File: config.mk
export PLATFORM = sky130hd
export DESIGN_NAME = i2c_regfile_slave
export DESIGN_NICKNAME = d
export VERILOG_FILES = /design/src/rtl/i2cr_pkg.sv /design/src/rtl/i2cr_sync.sv /design/src/rtl/i2cr_cond.sv /design/src/rtl/i2cr_engine.sv /design/src/rtl/i2cr_regbank.sv /design/src/rtl/i2c_regfile_slave.sv
export SDC_FILE = /design/constraint.sdc
export NUM_CORES = 1
export LEC_CHECK = 0
export CAP_MARGIN = 10
export CELL_PAD_IN_SITES_DETAIL_PLACEMENT = 0
export CELL_PAD_IN_SITES_GLOBAL_PLACEMENT = 1
export CORE_ASPECT_RATIO = 0.7
export CORE_MARGIN = 10
export CORE_UTILIZATION = 53
export CTS_CLUSTER_DIAMETER = 50
export DETAILED_ROUTE_END_ITERATION = 12
export DONT_BUFFER_PORTS = 1
export HOLD_SLACK_MARGIN = 0.03
export MAX_ROUTING_LAYER = met4
export PLACE_DENSITY = 0.89
export REMOVE_ABC_BUFFERS = 1
export SYNTH_ARGS = -nofsm -noshare
export SYNTH_HDL_FRONTEND = slang
export SYNTH_SLANG_ARGS = --single-unit
File: constraint.sdc
create_clock -name clk -period 5.3 [get_ports clk]
set_clock_uncertainty 0.2 [all_clocks]
set_input_delay 0.53 -clock clk [delete_from_list [all_inputs] [get_ports clk]]
set_output_delay 0.53 -clock clk [all_outputs]
set_load 0.03 [all_outputs]
File: src/rtl/i2cr_pkg.sv
package i2cr_pkg;
  localparam int DW   = 8;
  localparam int PW   = 5;
  localparam int NREG = 6;

  typedef enum logic [2:0] {
    S_IDLE, S_DEV, S_REG, S_WR, S_SACK, S_TX, S_MACK, S_HOLD
  } eng_st_t;

  // power-up contents of each register
  function automatic logic [DW-1:0] rst_val(input int idx);
    case (idx)
      0:       return 8'h32;
      1:       return 8'hA1;
      2:       return 8'h3E;
      3:       return 8'h3E;
      4:       return 8'hFF;
      5:       return 8'h09;
      default: return '0;
    endcase
  endfunction

  // writable bits of each register; cleared bits are fixed zero
  function automatic logic [DW-1:0] wr_mask(input int idx);
    case (idx)
      0:       return 8'hF3;
      1:       return 8'hB5;
      5:       return 8'h0F;
      default: return 8'hFF;
    endcase
  endfunction

  function automatic logic [PW-1:0] ptr_next(input logic [PW-1:0] p);
    return (p == PW'(NREG-1)) ? '0 : p + 1'b1;
  endfunction
endpackage

File: src/rtl/i2cr_sync.sv
module i2cr_sync #(
  parameter int STAGES   = 2,
  parameter int FILT_LEN = 3
) (
  input  logic clk,
  input  logic rst,
  input  logic line_raw,
  output logic line_f
);
  localparam int CW = $clog2(FILT_LEN + 1);

  logic [STAGES-1:0] sh;
  logic [CW-1:0]     cnt;
  logic              q;

  always_ff @(posedge clk) begin
    if (rst) sh <= '1;
    else     sh <= {sh[STAGES-2:0], line_raw};
  end

  // a new level is taken only after FILT_LEN consecutive differing samples
  always_ff @(posedge clk) begin
    if (rst) begin
      q   <= 1'b1;
      cnt <= '0;
    end else if (sh[STAGES-1] == q) begin
      cnt <= '0;
    end else if (cnt == CW'(FILT_LEN - 1)) begin
      q   <= sh[STAGES-1];
      cnt <= '0;
    end else begin
      cnt <= cnt + 1'b1;
    end
  end

  assign line_f = q;
endmodule

File: src/rtl/i2cr_cond.sv
module i2cr_cond (
  input  logic clk,
  input  logic rst,
  input  logic scl_f,
  input  logic sda_f,
  output logic scl_rise,
  output logic scl_fall,
  output logic start_e,
  output logic stop_e
);
  logic scl_p, sda_p;

  always_ff @(posedge clk) begin
    if (rst) begin
      scl_p <= 1'b1;
      sda_p <= 1'b1;
    end else begin
      scl_p <= scl_f;
      sda_p <= sda_f;
    end
  end

  assign scl_rise = scl_f & ~scl_p;
  assign scl_fall = ~scl_f & scl_p;
  assign start_e  = scl_f & scl_p & sda_p & ~sda_f;
  assign stop_e   = scl_f & scl_p & ~sda_p & sda_f;
endmodule

File: src/rtl/i2cr_engine.sv
module i2cr_engine
  import i2cr_pkg::*;
#(
  parameter logic [6:0] DEV_ADDR = 7'h13
) (
  input  logic          clk,
  input  logic          rst,
  input  logic          scl_rise,
  input  logic          scl_fall,
  input  logic          start_e,
  input  logic          stop_e,
  input  logic          sda_f,
  input  logic [DW-1:0] rd_data,
  output logic [PW-1:0] rd_addr,
  output logic          wr_en,
  output logic [PW-1:0] wr_addr,
  output logic [DW-1:0] wr_data,
  output logic          sda_oe
);
  localparam int BCW = $clog2(DW + 1);

  eng_st_t        st, after;
  logic [BCW-1:0] bcnt;
  logic [DW-1:0]  sh;
  logic [PW-1:0]  ptr;
  logic           oe;
  logic           mack_ok;

  always_ff @(posedge clk) begin
    if (rst) begin
      st      <= S_IDLE;
      after   <= S_IDLE;
      bcnt    <= '0;
      sh      <= '0;
      ptr     <= '0;
      oe      <= 1'b0;
      mack_ok <= 1'b0;
      wr_en   <= 1'b0;
      wr_addr <= '0;
      wr_data <= '0;
    end else begin
      wr_en <= 1'b0;
      if (start_e) begin
        st   <= S_DEV;
        bcnt <= '0;
        oe   <= 1'b0;
      end else if (stop_e) begin
        st   <= S_IDLE;
        bcnt <= '0;
        oe   <= 1'b0;
      end else begin
        case (st)
          S_DEV, S_REG, S_WR: begin
            if (scl_rise && bcnt != BCW'(DW)) begin
              sh   <= {sh[DW-2:0], sda_f};
              bcnt <= bcnt + 1'b1;
            end else if (scl_fall && bcnt == BCW'(DW)) begin
              bcnt <= '0;
              case (st)
                S_DEV: begin
                  if (sh[DW-1:1] == DEV_ADDR) begin
                    oe    <= 1'b1;
                    st    <= S_SACK;
                    after <= sh[0] ? S_TX : S_REG;
                  end else begin
                    st <= S_HOLD;
                  end
                end
                S_REG: begin
                  ptr   <= sh[PW-1:0];
                  oe    <= 1'b1;
                  st    <= S_SACK;
                  after <= S_WR;
                end
                default: begin
                  wr_en   <= 1'b1;
                  wr_addr <= ptr;
                  wr_data <= sh;
                  ptr     <= ptr_next(ptr);
                  oe      <= 1'b1;
                  st      <= S_SACK;
                  after   <= S_WR;
                end
              endcase
            end
          end
          S_SACK: begin
            if (scl_fall) begin
              bcnt <= '0;
              if (after == S_TX) begin
                sh  <= rd_data;
                ptr <= ptr_next(ptr);
                oe  <= ~rd_data[DW-1];
                st  <= S_TX;
              end else begin
                oe <= 1'b0;
                st <= after;
              end
            end
          end
          S_TX: begin
            if (scl_rise) begin
              bcnt <= bcnt + 1'b1;
            end else if (scl_fall) begin
              if (bcnt == BCW'(DW)) begin
                oe      <= 1'b0;
                mack_ok <= 1'b0;
                bcnt    <= '0;
                st      <= S_MACK;
              end else begin
                sh <= {sh[DW-2:0], 1'b0};
                oe <= ~sh[DW-2];
              end
            end
          end
          S_MACK: begin
            if (scl_rise) begin
              if (!sda_f) mack_ok <= 1'b1;
              else        st      <= S_HOLD;
            end else if (scl_fall && mack_ok) begin
              sh  <= rd_data;
              ptr <= ptr_next(ptr);
              oe  <= ~rd_data[DW-1];
              st  <= S_TX;
            end
          end
          default: ;
        endcase
      end
    end
  end

  assign rd_addr = ptr;
  assign sda_oe  = oe;
endmodule

File: src/rtl/i2cr_regbank.sv
module i2cr_regbank
  import i2cr_pkg::*;
(
  input  logic               clk,
  input  logic               rst,
  input  logic               wr_en,
  input  logic [PW-1:0]      wr_addr,
  input  logic [DW-1:0]      wr_data,
  input  logic [PW-1:0]      rd_addr,
  output logic [DW-1:0]      rd_data,
  output logic [NREG*DW-1:0] regs_o
);
  logic [DW-1:0] rf [NREG];

  for (genvar g = 0; g < NREG; g++) begin : g_reg
    always_ff @(posedge clk) begin
      if (rst)
        rf[g] <= rst_val(g);
      else if (wr_en && wr_addr == PW'(g))
        rf[g] <= wr_data & wr_mask(g);
    end
    assign regs_o[g*DW +: DW] = rf[g];
  end

  always_comb begin
    rd_data = '0;
    for (int i = 0; i < NREG; i++)
      if (rd_addr == PW'(i)) rd_data = rf[i];
  end
endmodule

File: src/rtl/i2c_regfile_slave.sv
module i2c_regfile_slave
  import i2cr_pkg::*;
#(
  parameter logic [6:0] DEV_ADDR    = 7'h13,
  parameter int         SYNC_STAGES = 2,
  parameter int         FILT_LEN    = 3
) (
  input  logic               clk,
  input  logic               rst,
  input  logic               scl_i,
  input  logic               sda_i,
  output logic               sda_o,
  output logic               sda_oe,
  output logic [NREG*DW-1:0] regs_o
);
  localparam int NLINE = 2;

  logic [NLINE-1:0] lines_raw, lines_f;
  logic             scl_rise, scl_fall, start_e, stop_e;
  logic [DW-1:0]    rd_data, wr_data;
  logic [PW-1:0]    rd_addr, wr_addr;
  logic             wr_en;

  assign lines_raw = {scl_i, sda_i};

  for (genvar l = 0; l < NLINE; l++) begin : g_line
    i2cr_sync #(.STAGES(SYNC_STAGES), .FILT_LEN(FILT_LEN)) u_sync (
      .clk(clk), .rst(rst), .line_raw(lines_raw[l]), .line_f(lines_f[l])
    );
  end

  i2cr_cond u_cond (
    .clk(clk), .rst(rst), .scl_f(lines_f[1]), .sda_f(lines_f[0]),
    .scl_rise(scl_rise), .scl_fall(scl_fall), .start_e(start_e), .stop_e(stop_e)
  );

  i2cr_engine #(.DEV_ADDR(DEV_ADDR)) u_eng (
    .clk(clk), .rst(rst), .scl_rise(scl_rise), .scl_fall(scl_fall),
    .start_e(start_e), .stop_e(stop_e), .sda_f(lines_f[0]),
    .rd_data(rd_data), .rd_addr(rd_addr), .wr_en(wr_en),
    .wr_addr(wr_addr), .wr_data(wr_data), .sda_oe(sda_oe)
  );

  i2cr_regbank u_rb (
    .clk(clk), .rst(rst), .wr_en(wr_en), .wr_addr(wr_addr), .wr_data(wr_data),
    .rd_addr(rd_addr), .rd_data(rd_data), .regs_o(regs_o)
  );

  assign sda_o = 1'b0;
endmodule

==> impl_metrics.tcl <==
set metrics [dict create \
    min_period_over_period 0.560 \
    portBuffers 0 \
    vias 3764 \
    slew_viol_final 0 \
    status "completed" \
    syn_avg_cell_area_um2 9.55 \
    synth_edf_count 39 \
    grt_usage 0.195 \
    clk_pin_slew_worst_paths_ns 0.06 \
    required_ns 5.34 \
    nNetsFinal 485 \
    seq_area_frac_synth 0.472 \
    area.growth.synth_to_final_pct 6.77 \
    die_area_mm2 0.0130 \
    worstRegToRegCells 6 \
    ioPinCount 54 \
    diodes 0 \
    finalHoldViolCount 0 \
    irDropWorstVdd_mv 0.176 \
    p_leak_nw 1.60 \
    tns_ns 0 \
    wl_met2_um 5090 \
    numCtsBuffers 9 \
    synth_flop_cell "dfxtp_1" \
    core-area_mm2 0.00848 \
    die_w_um 132 \
    powerDensity_mw_per_mm2 295 \
    grt_pass1_wl_um 19700 \
    clock_path_buffers 2 \
    rows 28 \
    cts-resized-gates 0 \
    gp_congestion 0.935 \
    ys_seq_elements 90 \
    max_freq_mhz 337 \
    power_w 0.00146 \
    cp-start-kind "register" \
    synth_area_mm2 0.00464 \
    antenna_found_initial 0 \
    rsz0062_at_grt "false" \
    grt-ovfl-total 0 \
    r2r_start "g_line[1].u_sync.line_f" \
    yosysTopAreaCell "edfxtp_1" \
    cts_tree "built" \
    drc 0 \
    routed_wl_um 12200 \
    drv_cap 0 \
    cts_setup_buffers 0 \
    fillCellCount 722 \
    synth_cells 486 \
    slew_headroom 0.217 \
    setup-violations-final 0 \
    p_int_w 0.00116 \
    holdWs_ns 0.0596 \
    clk_latency_ns 0.34 \
    p_switching_w 0.000304 \
    htree_levels 3 \
    synth_common_cells "dfxtp_1 (51), nor2_1 (44), edfxtp_1 (39), nand2_1 (39), o21ai_0 (31)" \
    min_period_ns 2.97 \
    pre_cts_slack_ns 2.42 \
    wl_met1_um 5580 \
    initial_core_util 0.547 \
    crit_type "register to register" \
    synth_most_common_cell "dfxtp_1" \
    wl_met3_um 1320 \
    dp_hpwl_um 8940 \
    stdcell_count 595 \
    power.share.sequential 0.510 \
    yosys-top-cells-area "edfxtp_1 (25%), dfxtp_1 (22%), nor2_1 (3.6%)" \
    wl_per_cell_um 20.5 \
    combPwrFrac 0.021 \
    hold_path_class "primary input to register" \
    top_layer "met4" \
    worst-path-max-fanout 14 \
    avgViaCountPerCell 6.33 \
    cts.hold.buffers_added 0 \
    clock-sinks 90 \
    layout-drive-gt1-share 0.0716 \
    grt_max_degree 37 \
    whs_path_depth 1 \
    fin_ws_ns 2.33 \
    worst_ep_arrival_time_ns 3.00 \
    die_h_um 98.3 \
    power_frac_clock 0.469 \
    final_antenna_net_count 0 \
    ys_types 67 \
    place_inst 578 \
    ys_async_sr_fraction 0 \
    cts-root-buf "clkbuf_16" \
    worstSetupEndpointType "register" \
    ys_warn_count 0 \
    startpoint "g_line[1].u_sync.line_f" \
    first_iter_violations 486 \
    synth.top_cell.area_share 0.252 \
    hp-start "rst" \
    firstDrtPassIters 5 \
    p_sw_frac 0.208 \
    worstMarginPinSlew_ns 1.17 \
    grt_pass1_vias 3499 \
]
[worst max-delay path, stage by stage (launching register included)]
cell and delay (ns):
dfxtp_1 0.35, inv_1 0.11, ha_1 0.43, nand4b_1 0.35
nor4b_4 1.04, mux2i_1 0.31, nor2_1 0.06
[worst paths after layout]
| path | end | slack (ns) |
|---|---|---|
| max | u_eng.wr_addr[0] | 2.33 |
| min | u_eng.wr_addr[3] | 0.06 |
| max reg2reg | u_eng.wr_addr[0] | 2.33 |
| min reg2reg | g_line[1].u_sync.sh[1] | 0.21 |
[cells by family after synthesis]
family | after synthesis | share of synthesized area
XOR/XNOR | 5 | 0.00944
buffers and inverters | 60 | 0.0620
AND/OR/NAND/NOR | 192 | 0.227
flip-flops | 90 | 0.472
AO/OA/AOI/OAI | 111 | 0.164
adder cells (fa/ha/maj) | 12 | 0.0318
multiplexers | 15 | 0.0324
other | 1 | 0.000808
[stage by stage]
stage,utilization,area [µm²]
floorplan,-,4460
global placement,0.546,4630
detailed placement,0.546,4630
CTS,0.584,4950
global route,0.584,4950
finish,0.584,4950
[per-layer routing]
layer,vias to the layer above,global-route usage
met4,0,0.0622
met3,26,0.0660
met1,1805,0.266
li1,1723,-
met5,-,-
met2,210,0.262
[power groups by stage]
stage / Clock, W / Combinational, W / Sequential, W
6_report: 0.000686 / 0.0000306 / 0.000745
5_1_grt: 0.000719 / 0.0000331 / 0.000746
4_1_cts: 0.000689 / 0.0000296 / 0.000746
3_5_place_dp: 0 / 0.0000295 / 0.000761
3_3_place_gp: 0 / 0.0000293 / 0.000761
2_1_floorplan: 0 / 0.0000223 / 0.000759
[area by class of cell]
cell class	count	area, µm²	area share
well taps	120	150	0.0303
flip-flops and latches	90	2190	0.443
clock inverters	6	80.1	0.0162
multi-input cells	345	2190	0.443
repair buffers	3	20.0	0.00404
clock buffers	10	239	0.0482
inverters	21	78.8	0.0159
[cells in the final DEF (no fill, tap or decap), types with 4 or more instances in the layout]
cell       count
and2_1        15
or2_2          9
inv_1         21
o211ai_1       8
nor3_1        12
nand2b_1       7
mux2i_1       15
o311a_1        4
edfxtp_1      39
nand3b_1       7
conb_1        10
or3_1         15
o21ai_0       31
dfxtp_1       51
a31oi_1        4
a211oi_1      10
ha_1          11
o22ai_1        6
nor2_1        44
nor3b_1        7
clkbuf_16      9
a21oi_1       17
nor2b_1        6
nand2_1       39
nand3_1        8
nand4_1        4
[flip-flops by register name, summed over array words and instances, names as in the netlist]
register and cells:
u_eng.wr_en 1, g_line.u_sync.line_f 2, u_eng.wr_addr 5, u_eng.rd_addr 5, u_eng.sh 8, u_cond.scl_p 1
u_rb.rf 39, u_cond.sda_p 1, u_eng.mack_ok 1, u_eng.st 3, u_eng.bcnt 4, g_line.u_sync.sh 4
u_eng.after 3, g_line.u_sync.cnt 4, u_eng.sda_oe 1, u_eng.wr_data 8
(Power assumes the default switching activity.)
